File: config.mk
export PLATFORM = sky130hd
export DESIGN_NAME = cp_seq
export DESIGN_NICKNAME = d
export VERILOG_FILES = /design/src/rtl/cpseq_pkg.sv /design/src/rtl/cpseq_addr_chk.sv /design/src/rtl/cpseq_addr_ctr.sv /design/src/rtl/cpseq_fsm.sv /design/src/rtl/cp_seq.sv
export SDC_FILE = /design/constraint.sdc
export NUM_CORES = 1
export LEC_CHECK = 0
export ABC_AREA = 1
export BUFFER_PORTS_ARGS = -buffer_cell sky130_fd_sc_hd__buf_2
export CORE_MARGIN = 2
export CORE_UTILIZATION = 42
export DETAILED_ROUTE_END_ITERATION = 12
export PLACE_DENSITY = 0.76
export SYNTH_ARGS = -nofsm -noshare
export SYNTH_HDL_FRONTEND = slang
export SYNTH_HIERARCHICAL = 1
export SYNTH_SLANG_ARGS = --single-unit
File: constraint.sdc
create_clock -name clk -period 2 [get_ports clk]
set_input_delay 0.4 -clock clk [delete_from_list [all_inputs] [get_ports clk]]
set_output_delay 0.4 -clock clk [all_outputs]
set_load 0.005 [all_outputs]
File: src/rtl/cpseq_pkg.sv
package cpseq_pkg;
   typedef enum logic [2:0] {
      PH_NONE  = 3'd0,
      PH_FIRST = 3'd1,
      PH_BUSY  = 3'd2,
      PH_INTR  = 3'd3,
      PH_DATA  = 3'd4
   } cp_phase_e;

   typedef enum logic [2:0] {
      RS_NONE   = 3'd0,
      RS_ACCEPT = 3'd1,
      RS_BUSY   = 3'd2,
      RS_CANT   = 3'd3,
      RS_INC    = 3'd4,
      RS_DONE   = 3'd5
   } cp_resp_e;

   typedef enum logic [2:0] {
      K_LOAD      = 3'd0,
      K_STORE     = 3'd1,
      K_MOVE_TO   = 3'd2,
      K_MOVE_FROM = 3'd3,
      K_DATAOP    = 3'd4
   } op_kind_e;

   typedef enum logic [3:0] {
      S_IDLE, S_OFFER, S_WAIT, S_INTR, S_UNDEF,
      S_XFER, S_CCYC, S_ICYC, S_DONE, S_ABORT
   } seq_state_e;

   function automatic logic kind_is_mem(input logic [2:0] k);
      return (k == K_LOAD) || (k == K_STORE);
   endfunction
endpackage

File: src/rtl/cpseq_addr_chk.sv
module cpseq_addr_chk #(
   parameter int ADDR_W = 32,
   parameter logic [ADDR_W-1:0] LIMIT = 32'h0400_0000,
   parameter logic [ADDR_W-1:0] VEC_TOP = 32'h0000_0020,
   parameter bit VEC_CHECK = 1'b1
) (
   input  logic [ADDR_W-1:0] addr_i,
   input  logic              store_i,
   input  logic              mem_op_i,
   output logic              bad_o
);
   logic range_bad;
   logic vec_bad;

   assign range_bad = (addr_i >= LIMIT);

   generate
      if (VEC_CHECK) begin : g_vec
         assign vec_bad = store_i && (addr_i < VEC_TOP);
      end else begin : g_novec
         assign vec_bad = 1'b0 & store_i;
      end
   endgenerate

   assign bad_o = mem_op_i && (range_bad || vec_bad);
endmodule

File: src/rtl/cpseq_addr_ctr.sv
module cpseq_addr_ctr #(
   parameter int ADDR_W = 32,
   parameter int STEP   = 4
) (
   input  logic              clk,
   input  logic              rst_n,
   input  logic              load_i,
   input  logic [ADDR_W-1:0] base_i,
   input  logic              inc_i,
   output logic [ADDR_W-1:0] addr_o
);
   localparam logic [ADDR_W-1:0] STEP_V = ADDR_W'(STEP);

   always_ff @(posedge clk or negedge rst_n) begin
      if (!rst_n)      addr_o <= '0;
      else if (load_i) addr_o <= base_i;
      else if (inc_i)  addr_o <= addr_o + STEP_V;
   end


   post_index_step_chk: assert property (@(posedge clk) disable iff (!rst_n)
      inc_i |=> (addr_o == $past(addr_o) + STEP_V));
endmodule

File: src/rtl/cpseq_fsm.sv
module cpseq_fsm
   import cpseq_pkg::*;
#(
   parameter int DATA_W  = 32,
   parameter int INSTR_W = 32
) (
   input  logic               clk,
   input  logic               rst_n,
   input  logic               start_i,
   input  logic [2:0]         kind_i,
   input  logic [INSTR_W-1:0] instr_i,
   input  logic [DATA_W-1:0]  wdata_i,
   input  logic               addr_bad_i,
   input  logic               irq_pend_i,
   input  logic               mem_abort_i,
   input  logic [2:0]         cp_resp_i,
   input  logic [DATA_W-1:0]  cp_rdata_i,
   input  logic [DATA_W-1:0]  mem_rdata_i,
   output logic [2:0]         cp_phase_o,
   output logic [INSTR_W-1:0] instr_q_o,
   output logic [DATA_W-1:0]  cp_wdata_o,
   output logic               mem_req_o,
   output logic               mem_we_o,
   output logic [DATA_W-1:0]  mem_wdata_o,
   output logic [DATA_W-1:0]  rdata_o,
   output logic               ctr_load_o,
   output logic               ctr_inc_o,
   output logic               busy_o,
   output logic               done_o,
   output logic               undef_o,
   output logic               abort_o,
   output logic               intr_o
);
   seq_state_e         state;
   op_kind_e           kind_q;
   logic               first_q;
   logic [DATA_W-1:0]  wdata_q;
   logic [DATA_W-1:0]  rdata_q;
   logic [INSTR_W-1:0] instr_q;
   cp_resp_e           resp;
   logic               take;

   assign resp = cp_resp_e'(cp_resp_i);
   assign take = (state == S_IDLE) && start_i;

   always_ff @(posedge clk or negedge rst_n) begin
      if (!rst_n) begin
         state   <= S_IDLE;
         kind_q  <= K_DATAOP;
         first_q <= 1'b0;
         wdata_q <= '0;
         rdata_q <= '0;
         instr_q <= '0;
      end else begin
         case (state)
            S_IDLE: if (start_i) begin
               kind_q  <= op_kind_e'(kind_i);
               instr_q <= instr_i;
               wdata_q <= wdata_i;
               first_q <= 1'b1;
               state   <= addr_bad_i ? S_ABORT : S_OFFER;
            end
            S_OFFER: begin
               first_q <= 1'b0;
               case (resp)
                  RS_BUSY: state <= S_WAIT;
                  RS_CANT: begin
                     state <= S_UNDEF;
                     if (kind_q == K_MOVE_FROM) rdata_q <= '0;
                  end
                  default: begin
                     if (kind_is_mem(kind_q))       state <= S_XFER;
                     else if (kind_q == K_MOVE_TO ||
                              kind_q == K_MOVE_FROM) state <= S_CCYC;
                     else                            state <= S_DONE;
                  end
               endcase
            end
            S_WAIT: state <= irq_pend_i ? S_INTR : S_OFFER;
            S_XFER: begin
               if (mem_abort_i)         state <= S_ABORT;
               else if (resp != RS_INC) state <= S_DONE;
            end
            S_CCYC: begin
               if (kind_q == K_MOVE_FROM) begin
                  rdata_q <= cp_rdata_i;
                  state   <= S_ICYC;
               end else begin
                  state <= S_DONE;
               end
            end
            S_ICYC:  state <= S_DONE;
            default: state <= S_IDLE;
         endcase
      end
   end

   always_comb begin
      cp_phase_o  = PH_NONE;
      cp_wdata_o  = '0;
      mem_req_o   = 1'b0;
      mem_we_o    = 1'b0;
      mem_wdata_o = '0;
      case (state)
         S_OFFER: cp_phase_o = first_q ? PH_FIRST : PH_BUSY;
         S_INTR:  cp_phase_o = PH_INTR;
         S_XFER: begin
            cp_phase_o = PH_DATA;
            mem_req_o  = 1'b1;
            if (kind_q == K_STORE) begin
               mem_we_o    = 1'b1;
               mem_wdata_o = cp_rdata_i;
            end else begin
               cp_wdata_o = mem_rdata_i;
            end
         end
         S_CCYC: begin
            cp_phase_o = PH_DATA;
            if (kind_q == K_MOVE_TO) cp_wdata_o = wdata_q;
         end
         default: ;
      endcase
   end

   assign instr_q_o  = instr_q;
   assign rdata_o    = rdata_q;
   assign ctr_load_o = take;
   assign ctr_inc_o  = (state == S_XFER) && (resp == RS_INC) && !mem_abort_i;
   assign busy_o     = (state != S_IDLE);
   assign done_o     = (state == S_DONE);
   assign undef_o    = (state == S_UNDEF);
   assign abort_o    = (state == S_ABORT);
   assign intr_o     = (state == S_INTR);


   busy_gap_chk: assert property (@(posedge clk) disable iff (!rst_n)
      (state == S_OFFER && resp == RS_BUSY) |=> (cp_phase_o == PH_NONE));

   intr_cause_chk: assert property (@(posedge clk) disable iff (!rst_n)
      (cp_phase_o == PH_INTR) |-> $past(irq_pend_i));

   cant_undef_chk: assert property (@(posedge clk) disable iff (!rst_n)
      ((cp_phase_o == PH_FIRST || cp_phase_o == PH_BUSY) && resp == RS_CANT) |=> undef_o);

   mem_abort_chk: assert property (@(posedge clk) disable iff (!rst_n)
      (mem_req_o && mem_abort_i) |=> (abort_o && !mem_req_o));

   one_outcome_chk: assert property (@(posedge clk) disable iff (!rst_n)
      $onehot0({done_o, undef_o, abort_o, intr_o}));

   start_ignored_chk: assert property (@(posedge clk) disable iff (!rst_n)
      (busy_o && start_i) |=> $stable(kind_q));
endmodule

File: src/rtl/cp_seq.sv
module cp_seq
   import cpseq_pkg::*;
#(
   parameter int ADDR_W  = 32,
   parameter int DATA_W  = 32,
   parameter int INSTR_W = 32,
   parameter int NUM_LSB = 8,
   parameter int NUM_W   = 4,
   parameter int WORD_BYTES = 4,
   parameter logic [ADDR_W-1:0] ADDR_LIMIT = 32'h0400_0000,
   parameter logic [ADDR_W-1:0] VEC_TOP    = 32'h0000_0020,
   parameter bit VEC_CHECK = 1'b1
) (
   input  logic               clk,
   input  logic               rst_n,
   input  logic               start_i,
   input  logic [2:0]         kind_i,
   input  logic [INSTR_W-1:0] instr_i,
   input  logic [ADDR_W-1:0]  addr_i,
   input  logic [DATA_W-1:0]  wdata_i,
   input  logic               irq_pend_i,
   input  logic               mem_abort_i,
   input  logic [2:0]         cp_resp_i,
   input  logic [DATA_W-1:0]  cp_rdata_i,
   input  logic [DATA_W-1:0]  mem_rdata_i,
   output logic [2:0]         cp_phase_o,
   output logic [NUM_W-1:0]   cp_num_o,
   output logic [INSTR_W-1:0] cp_instr_o,
   output logic [DATA_W-1:0]  cp_wdata_o,
   output logic               mem_req_o,
   output logic               mem_we_o,
   output logic [ADDR_W-1:0]  mem_addr_o,
   output logic [DATA_W-1:0]  mem_wdata_o,
   output logic [DATA_W-1:0]  rdata_o,
   output logic               busy_o,
   output logic               done_o,
   output logic               undef_o,
   output logic               abort_o,
   output logic               intr_o
);
   localparam int NUM_MSB = NUM_LSB + NUM_W - 1;

   generate
      if (ADDR_W < 8 || DATA_W < 8) begin : g_bad_width
         $error("cp_seq: address and data widths must be at least 8");
      end
      if (NUM_MSB >= INSTR_W) begin : g_bad_num
         $error("cp_seq: coprocessor number field lies outside the instruction");
      end
      if (VEC_TOP > ADDR_LIMIT) begin : g_bad_vec
         $error("cp_seq: vector region must lie below the address limit");
      end
   endgenerate

   logic addr_bad;
   logic ctr_load;
   logic ctr_inc;

   cpseq_addr_chk #(
      .ADDR_W(ADDR_W), .LIMIT(ADDR_LIMIT), .VEC_TOP(VEC_TOP), .VEC_CHECK(VEC_CHECK)
   ) u_chk (
      .addr_i   (addr_i),
      .store_i  (kind_i == K_STORE),
      .mem_op_i (kind_is_mem(kind_i)),
      .bad_o    (addr_bad)
   );

   cpseq_addr_ctr #(.ADDR_W(ADDR_W), .STEP(WORD_BYTES)) u_ctr (
      .clk    (clk),
      .rst_n  (rst_n),
      .load_i (ctr_load),
      .base_i (addr_i),
      .inc_i  (ctr_inc),
      .addr_o (mem_addr_o)
   );

   cpseq_fsm #(.DATA_W(DATA_W), .INSTR_W(INSTR_W)) u_fsm (
      .clk         (clk),
      .rst_n       (rst_n),
      .start_i     (start_i),
      .kind_i      (kind_i),
      .instr_i     (instr_i),
      .wdata_i     (wdata_i),
      .addr_bad_i  (addr_bad),
      .irq_pend_i  (irq_pend_i),
      .mem_abort_i (mem_abort_i),
      .cp_resp_i   (cp_resp_i),
      .cp_rdata_i  (cp_rdata_i),
      .mem_rdata_i (mem_rdata_i),
      .cp_phase_o  (cp_phase_o),
      .instr_q_o   (cp_instr_o),
      .cp_wdata_o  (cp_wdata_o),
      .mem_req_o   (mem_req_o),
      .mem_we_o    (mem_we_o),
      .mem_wdata_o (mem_wdata_o),
      .rdata_o     (rdata_o),
      .ctr_load_o  (ctr_load),
      .ctr_inc_o   (ctr_inc),
      .busy_o      (busy_o),
      .done_o      (done_o),
      .undef_o     (undef_o),
      .abort_o     (abort_o),
      .intr_o      (intr_o)
   );

   assign cp_num_o = cp_instr_o[NUM_MSB:NUM_LSB];


   first_offer_chk: assert property (@(posedge clk) disable iff (!rst_n)
      (!busy_o && start_i && !addr_bad) |=> (cp_phase_o == PH_FIRST));

   bad_addr_chk: assert property (@(posedge clk) disable iff (!rst_n)
      (!busy_o && start_i && addr_bad) |=> (abort_o && cp_phase_o == PH_NONE));
endmodule

### Word-level counts from Yosys, hierarchy flattened

Cells that the tools add are included.

* flip-flop bits (word level): 136
* input port bits: 171
* output and inout port bits: 174
* word-level logic and storage cells: 82

* add/subtract/negate cells: 1
* $lt $le $gt $ge: 2
* eq/ne operators: 22
* mux-type cells: 28
* reduce and logical (&&, ||, !) cells: 22

Operators with widths (count)
* $mux 32: 9
* $pmux 32 s2: 2
* $add 32x3->32 const B: 1
* $ge 32x27->1 const B: 1
* $lt 32x6->1 const B: 1
* $mux 4: 7
* $pmux 4 s6: 1
* $eq 4x3->1 const B: 4
* $eq 3x2->1 const B: 4
* $pmux 3 s3: 1
* $eq 4x2->1 const B: 2
* $eq 4x4->1 const B: 2
* $pmux 4 s2: 1
* $eq 3x1->1 const B: 2
* $logic_not 3->1: 2
* $reduce_and 2->1: 3
* $reduce_bool 2->1: 3
* $logic_and 1x1->1: 5
* $eq 4x1->1 const B: 1
* $logic_not 4->1: 1
* $logic_or 1x1->1: 4
* $mux 1: 4
* $mux 2: 2
* $ne 2x1->1 const B: 2
* 9 further kinds: 10

### Logic depth before layout (Yosys ltp)

Gate-level depths: netlist of the first run.

* depth after elaboration: 7
* depth in mapped cells: 12

### Modules after synthesis

Netlist of the first run, hierarchy kept.

By module, submodules not included
* cpseq_fsm: times used 1, cells an instance 609, area each 4942.2 um^2, sequential area each 2603.7 um^2
* cpseq_addr_ctr: times used 1, cells an instance 315, area each 2159.6 um^2, sequential area each 800.8 um^2
* cpseq_addr_chk: times used 1, cells an instance 36, area each 146.4 um^2, sequential area each 0.0 um^2
* cp_seq: times used 1, cells an instance 8, area each 47.5 um^2, sequential area each 0.0 um^2

### Least setup slack after synthesis of the first run

Ideal clock, no wire load.

* path kind: flip-flop to flip-flop
* start: register u_fsm.state[2]
* end: register u_ctr.addr_o[12]
* library setup time: 124 ps
* data arrival time: 1807 ps
* required time: 1876 ps
* path slack: 68 ps
* cell stages (with the launch flop): 13
* path buffers: 4
* period minus slack after synthesis: 1932 ps
* cells stage by stage: dfrtp_1 > nor2_4 > nand4_4 > inv_2 > buf_6 > buf_6 > buf_2 > inv_2 > nand2_1 > inv_1 > buf_6 > nand3_1 > nand3_1

RTL lines
* start: declaration: line cpseq_fsm.sv:34 `seq_state_e state;`
* start signal: assignment: line cpseq_fsm.sv:61 `state <= addr_bad_i ? S_ABORT : S_OFFER;`
* start signal: assignment: line cpseq_fsm.sv:79 `S_WAIT: state <= irq_pend_i ? S_INTR : S_OFFER;`
* $logic_not 4->1 (*): line cpseq_fsm.sv:44 `assign take = (state == S_IDLE) && start_i;`
* $logic_and 1x1->1 (*): line cpseq_fsm.sv:44
* via ctr_load: line cp_seq.sv:56 `logic ctr_load;`
* $mux 32 or $reduce_bool 2->1 (tied branches)
* end signal: assignment: line cpseq_addr_ctr.sv:16 `else if (load_i) addr_o <= base_i;`
* end signal: assignment: line cpseq_addr_ctr.sv:17 `else if (inc_i) addr_o <= addr_o + STEP_V;`
* end: declaration: line cpseq_addr_ctr.sv:10 `output logic [ADDR_W-1:0] addr_o`

The timed path passes the listed nets; every way through them passes the cells marked *.
A chain may end at the register's enable or synchronous reset.

### Worst setup path in the final report of the first run

* start: register u_fsm.state[3]
* end: output port mem_wdata_o[1]

* word-level cells in the longest chain between the ends: 2

RTL lines
* $eq 4x3->1: line cpseq_fsm.sv:104 `case (state)`
* $mux 32: line cpseq_fsm.sv:104
* end: declaration: line cp_seq.sv:33 `output logic [DATA_W-1:0] mem_wdata_o,`

No other way between the ends.

==> results.py, run 1 <==
metrics = {
    "floorplanning": {
        "start_util": 0.426,
        "die_area_um2": 18400,
        "rows": 48,
        "core_area_um2": 17100,
        "io_pins": 345,
        "die_y_um": 136,
        "die_width_um": 136,
    },
    "place": {
        "dp_slack_ns": 0.117,
        "gp_congestion": 0.874,
        "place_area_um2": 9190,
        "numPortBuffers": 344,
        "dp.cells": 1511,
        "dpl.hpwl_um": 17200,
    },
    "worst_setup_path": {
        "r2r_end": "u_ctr/addr_o[12]",
        "reg2reg_setup_slack_ns": 0.12,
        "arrival_ns": 1.80,
        "crit_path_end_kind": "output port",
        "crit_required_ns": 1.60,
        "path_class": "reg -> out",
        "reg2reg_from": "u_fsm/state[3]",
        "worstRegToRegCells": 12,
        "cp-start-kind": "flip-flop",
        "startpoint": "u_fsm/state[3]",
        "path_max_fanout": 16,
    },
    "clocking": {
        "cts-buffers-inserted": 17,
        "clkSlewWorstSetupHoldPaths_ns": 0.06,
        "tritoncts": "yes",
        "insertion_delay_ns": 0.41,
        "cts_sinks": 136,
        "cts_buffer_depth": 2,
        "root_buffer": "clkbuf_16",
        "htree_num_levels": 4,
    },
    "routing": {
        "post_drt_via_cell_ratio": 4.96,
        "drt_iter0_drc": 576,
        "wl_per_cell_um": 15.3,
        "ant_nets": 0,
        "drc": 0,
        "routed-via-count": 7783,
        "totalWireLength_um": 24000,
        "dr.pass1.iters": 5,
    },
    "finish": {
        "area_delta_synth_final_pct": 41.1,
        "final_cells": 1568,
        "drive_gt1_frac": 0.370,
        "finalNetCount": 1496,
        "fin_util": 0.601,
        "finalInstanceArea_um2": 10300,
    },
    "global_routing": {
        "grt_pass1_wl_um": 35600,
        "antenna_found_initial": 6,
        "grt_pass1_vias": 7227,
        "grt.overflow.total": 0,
        "grt_util_all_layers": 0.248,
        "grt_max_degree": 74,
    },
    "pwr": {
        "peakVddDrop_v": 0.000608,
        "p_per_area_nw_per_um2": 1380,
        "p_leak_nw": 5.56,
        "power.total_mw": 14.2,
    },
    "synthesis": {
        "syn_area_per_cell_um2": 7.54,
        "synthCells": 968,
        "synth_nets": 1140,
        "synthXorXnorAreaFrac": 0.00720,
        "syn_area_um2": 7300,
        "synthTopCellsByArea": "dfrtp_1, nand2_1, nand3_1, inv_1, o21ai_0",
        "synth_mux_area_frac": 0,
        "yosys.area_share.simple": 0.310,
        "synth_area_leader_cell": "dfrtp_1",
        "synth_top_family_by_area": "simple AND/OR/NAND/NOR gates",
        "synth_fa_ha_area_frac": 0.00171,
        "yosys_warnings": 6,
        "seq_area_frac_synth": 0.467,
        "ys_types": 32,
        "synth_top_cell_area_share": 0.463,
        "synth_compound_area_frac": 0.107,
        "ys_seq_elements": 136,
    },
    "sta": {
        "setup_viol": 68,
        "slew_violations": 0,
        "hold_slack_ns": 0.183,
        "tightest_slew_ns": 0.419,
        "finalCriticalPeriod_ns": 2.20,
        "clock_skew_ns": 0.00810,
        "fin_crit_sh": 1.10,
        "tns_ns": -7.75,
        "slew_headroom": 0.721,
        "worst_slack_ns": -0.195,
        "fmax_mhz": 456,
        "rsz0062_at_grt": "yes",
        "hold_violations": 0,
    },
    "outcome": {
        "outcome": "finished, violations left",
        "failed_checks": "setup timing",
    },
    "worst_hold_path": {
        "holdPathStages": 3,
        "worstHoldPathType": "in -> reg",
        "min_to": "u_fsm/instr_q_o[27]",
        "min_from": "instr_i[27]",
    },
    "flow_run": {
        "maxCapViolCount": 0,
    },
}
worst max-delay path: stages, from the launching register on:
cell and delay, ns:
dfrtp_2 0.41, buf_4 0.15, nor2_4 0.13, nand2_4 0.10, nor2_4 0.11, buf_12 0.16, inv_16 0.06, nor2_4 0.12
buf_2 0.13
cells in the mapped netlist (all sizes together):
| master | count |
|---|---|
| o21ai | 111 |
| dfrtp | 135 |
| inv | 112 |
| xor2 | 6 |
| nor4 | 1 |
| nand3 | 113 |
| buf | 36 |
| ha | 1 |
| o211ai | 3 |
| o21bai | 5 |
| or2 | 2 |
| nand4 | 3 |
| a21oi | 4 |
| nor3 | 3 |
| dfstp | 1 |
| nor2 | 115 |
| nand2 | 282 |
| clkbuf | 12 |
| a22oi | 19 |
| and2 | 4 |
report_power, final:
part | internal [mW] | total (mW) | switching [mW]
sequential | 4.12 | 5.08 | 0.962
combinational | 2.45 | 5.85 | 3.39
clock | 2.00 | 3.26 | 1.26
total | 8.57 | 14.2 | 5.61
cell type report:
| class | count | area (um^2) |
|---|---|---|
| tap | 225 | 282 |
| fill | 1574 | 6830 |
| timing repair buffer | 383 | 2210 |
| timing repair inverter | 2 | 20.0 |
| inverter | 112 | 449 |
| antenna | 6 | 15.0 |
| clock buffer | 18 | 429 |
| multi-input combinational | 672 | 3290 |
| clock inverter | 14 | 186 |
| sequential | 136 | 3410 |
registers in the layout, summed over array words and instances (netlist names):
signal / flops
u_fsm/state: 4
u_fsm/kind_q: 3
u_fsm/first_q: 1
u_fsm/instr_q_o: 32
u_fsm/wdata_q: 32
u_fsm/rdata_o: 32
u_ctr/addr_o: 32
cell usage in the layout (no fill, tap or decap), types with 3 or more instances in the layout:
master / Yosys / final
a21oi_1: 4 / 4
nand2_4: 1 / 4
buf_12: 0 / 8
inv_6: 0 / 7
inv_1: 103 / 102
dfrtp_2: 0 / 3
buf_4: 9 / 21
nor2_4: 6 / 16
buf_6: 19 / 6
nor2_2: 15 / 27
a22oi_1: 19 / 19
bufinv_16: 0 / 3
clkinv_4: 0 / 3
o21ai_0: 76 / 57
inv_8: 0 / 3
dfrtp_1: 135 / 132
diode_2: 0 / 6
clkbuf_16: 0 / 20
nand3_1: 113 / 107
xor2_1: 6 / 6
nand2_2: 6 / 6
inv_2: 9 / 7
nand3_2: 0 / 6
nor2_1: 94 / 72
o211ai_1: 3 / 3
o21bai_1: 5 / 5
buf_2: 8 / 342
o21ai_1: 35 / 52
nand2_1: 275 / 272
and2_1: 3 / 3
what timing repair did:
item | in CTS | in global routing
gates resized for setup | 24 | 71
buffers inserted | 8 | 3
pin swaps | 3 | 3
endpoints found under the setup margin | 67 | 70
endpoints found under the hold margin | 34 | 0
cloned | 2 | 5
hold buffers | 1 | 0
logic make-up after synthesis:
group,Yosys count
buf+inv,160
simple gates,523
fa+ha+maj,1
compound gates,142
flops,136
xor+xnor,6
routing by layer:
layer	wire, um	global-route usage	vias to the layer above
li1	-	-	3805
met1	9470	0.299	3608
met2	12400	0.424	334
met3	1670	0.0591	36
met4	505	0.108	0
met5	0	0	-
worst max-delay path by stage:
stage               slack, ns               end  depth (start not counted)
floorplan                0.07  u_ctr/addr_o[12]                         12
global placement         0.16    mem_wdata_o[1]                          7
detailed placement       0.12    mem_wdata_o[1]                          6
CTS                     -0.15    cp_wdata_o[13]                          7
global route            -0.25    mem_wdata_o[1]                          8
finish                  -0.20    mem_wdata_o[1]                          8
No activity file was read; power rests on OpenSTA's default activity.
==> inputs of run 2 (changes only) <==
--- a/config.mk
+++ b/config.mk
@@ -8,9 +8,8 @@
 export ABC_AREA = 1
 export BUFFER_PORTS_ARGS = -buffer_cell sky130_fd_sc_hd__buf_2
 export CORE_MARGIN = 2
-export CORE_UTILIZATION = 42
+export CORE_UTILIZATION = 31
 export DETAILED_ROUTE_END_ITERATION = 12
-export PLACE_DENSITY = 0.76
 export SYNTH_ARGS = -nofsm -noshare
 export SYNTH_HDL_FRONTEND = slang
 export SYNTH_HIERARCHICAL = 1
==> run 2 against run 1 <==
  * The run still ends with setup timing left
  * Combinational power up 2%
  * First-iteration DRC count down 13%
  * Worst setup slack worse by 0.058 ns
  * Largest cell class unchanged
  * Clock power up 5%
  * Clock-buffer cell count unchanged
  * Fmax down 2.6%
  * Largest power group unchanged
==> results.py, run 2 (synthesis gave the netlist of run 1 again) <==
metrics = {
    "finish": {
        "final_common_cell": "buf_2",
        "final_cell_mix": "buf_2, nand2_1, dfrtp_1, nand3_1, inv_1",
        "finalNetCount": 1508,
        "finalInstanceArea_um2": 10600,
        "area_delta_synth_final_pct": 44.7,
        "drive_gt1_frac": 0.383,
    },
    "global_routing": {
        "grt_util_all_layers": 0.195,
        "grt_max_degree": 89,
        "grt.overflow.total": 0,
        "grt_pass1_vias": 7254,
        "antenna_found_initial": 4,
        "grt_pass1_wl_um": 37400,
    },
    "clocking": {
        "clkSlewWorstSetupHoldPaths_ns": 0.06,
        "cts-buffers-inserted": 17,
        "htree_num_levels": 4,
        "tritoncts": "yes",
        "insertion_delay_ns": 0.42,
        "root_buffer": "clkbuf_16",
        "cts_sinks": 136,
        "cts_buffer_depth": 2,
    },
    "sta": {
        "worst_slack_ns": -0.254,
        "slew_headroom": 0.515,
        "tns_ns": -13.46,
        "finalCriticalPeriod_ns": 2.25,
        "fin_crit_sh": 1.13,
        "tightest_slew_ns": 0.727,
        "slew_violations": 0,
        "hold_violations": 0,
        "setup_viol": 67,
        "rsz0062_at_grt": "yes",
        "hold_slack_ns": 0.174,
        "fmax_mhz": 444,
        "clock_skew_ns": 0.00851,
    },
    "routing": {
        "dr.pass1.iters": 5,
        "totalWireLength_um": 25300,
        "routed-via-count": 7675,
        "drc": 0,
        "post_drt_via_cell_ratio": 4.60,
        "ant_nets": 0,
        "wl_per_cell_um": 15.2,
        "drt_iter0_drc": 503,
    },
    "worst_setup_path": {
        "cp-start-kind": "flip-flop",
        "critPathMaxStageDelay_ns": 0.38,
        "arrival_ns": 1.85,
        "path_class": "reg -> out",
        "crit_required_ns": 1.60,
        "crit_family": "buffers and inverters",
        "r2r_end": "u_ctr/addr_o[16]",
        "critical_path.cell_chain": "inv_2, buf_6, buf_6, nand2_4, nor2_4, nand4_4, buf_6, o21ai_2, buf_2",
        "path_max_fanout": 6,
        "cpMostUsedCell": "buf_6",
        "worstRegToRegCells": 11,
        "path_buf_inv": 5,
        "crit_path_end_kind": "output port",
        "crit_slowest_cell": "dfrtp_1",
        "reg2reg_from": "u_fsm/state[1]",
        "reg2reg_setup_slack_ns": 0.07,
    },
    "outcome": {
        "failed_checks": "setup timing",
        "outcome": "finished, violations left",
    },
    "floorplanning": {
        "die_width_um": 157,
        "core_area_um2": 23300,
        "die_y_um": 157,
        "die_area_um2": 24800,
        "io_pins": 345,
        "start_util": 0.314,
        "rows": 56,
    },
    "flow_run": {
        "maxCapViolCount": 0,
    },
    "place": {
        "dp_slack_ns": -0.297,
        "numPortBuffers": 344,
        "dpl.hpwl_um": 18300,
        "place_area_um2": 9380,
        "gp_congestion": 0.817,
    },
    "pwr": {
        "p_per_area_nw_per_um2": 1370,
        "p_sw_frac": 0.392,
        "pwr-share-comb": 0.412,
        "p_switching_mw": 5.66,
        "pwr-share-clk": 0.237,
        "p_seq_frac": 0.351,
        "p_leak_nw": 5.68,
        "peakVddDrop_v": 0.000533,
        "p_int_mw": 8.77,
    },
    "worst_hold_path": {
        "worstHoldPathType": "in -> reg",
        "min_to": "u_fsm/instr_q_o[29]",
        "min_from": "instr_i[29]",
        "holdPathStages": 3,
    },
}
==> run 2: cell count changes in the layout (fill, tap and decap cells not counted), moves of 7 or more <==
cell	change
nor2_1	+13
o21ai_0	-13
buf_6	+9
nor2_2	-7
o21ai_2	+30
o21ai_1	-17
==> run 2: area by class of cell <==
| class | count | area, um^2 |
|---|---|---|
| antenna | 3 | 7.51 |
| fill | 2420 | 12700 |
| timing repair buffer | 394 | 2320 |
| clock buffer | 18 | 439 |
| multi-input combinational | 673 | 3320 |
| tap | 319 | 399 |
| sequential | 136 | 3400 |
| clock inverter | 13 | 194 |
| inverter | 112 | 443 |
| timing repair inverter | 2 | 32.5 |
==> run 2: layer usage <==
metal,track usage,vias up,part of all wire
met5,0,-,0
met4,0.0489,0,0.014
met3,0.0474,25,0.069
met2,0.349,274,0.50
met1,0.234,3556,0.42
li1,-,3820,-
==> run 2: timing repair <==
action,CTS,global route
pin swaps,3,5
buffers inserted,8,2
resized for setup,96,30
hold endpoints to repair,36,0
endpoints found under the setup margin,97,86
hold buffers,1,0
gates cloned,8,1
==> run 2: worst max path at each step <==
stage                   start               end  slack [ns]  depth (start not counted)
3_3_place_gp     cp_resp_i[0]  u_ctr/addr_o[14]       -0.28                          9
6_report       u_fsm/state[0]    cp_wdata_o[19]       -0.25                          9
2_1_floorplan  u_fsm/state[2]  u_ctr/addr_o[12]        0.07                         12
3_5_place_dp      mem_abort_i  u_ctr/addr_o[18]       -0.30                          9
4_1_cts        u_fsm/state[0]    cp_wdata_o[19]       -0.33                          9
5_1_grt        u_fsm/state[0]    cp_wdata_o[10]       -0.35                          9
==> run 2: tightest hold or removal path: stages <==
cell and delay, ns:
buf_2 0.07, nand2_1 0.04, nand2_1 0.04
==> run 2: metrics by stage <==
stage | util | total power, mW | instances
2_1_floorplan | - | 8.11 | 968
3_3_place_gp | 0.403 | 10.4 | 1616
3_5_place_dp | 0.403 | 10.6 | 1616
4_1_cts | 0.448 | 14.4 | 1664
5_1_grt | 0.454 | 15.6 | 1669
6_report | 0.454 | 14.4 | 1670
==> run 2: power by group through the flow <==
stage	Combinational [mW]	Sequential, mW	Clock, mW
global route	6.71	5.24	3.63
CTS	5.83	5.06	3.52
floorplan	3.07	5.04	0
detailed placement	5.47	5.09	0
finish	5.95	5.06	3.42
global placement	5.36	5.05	0
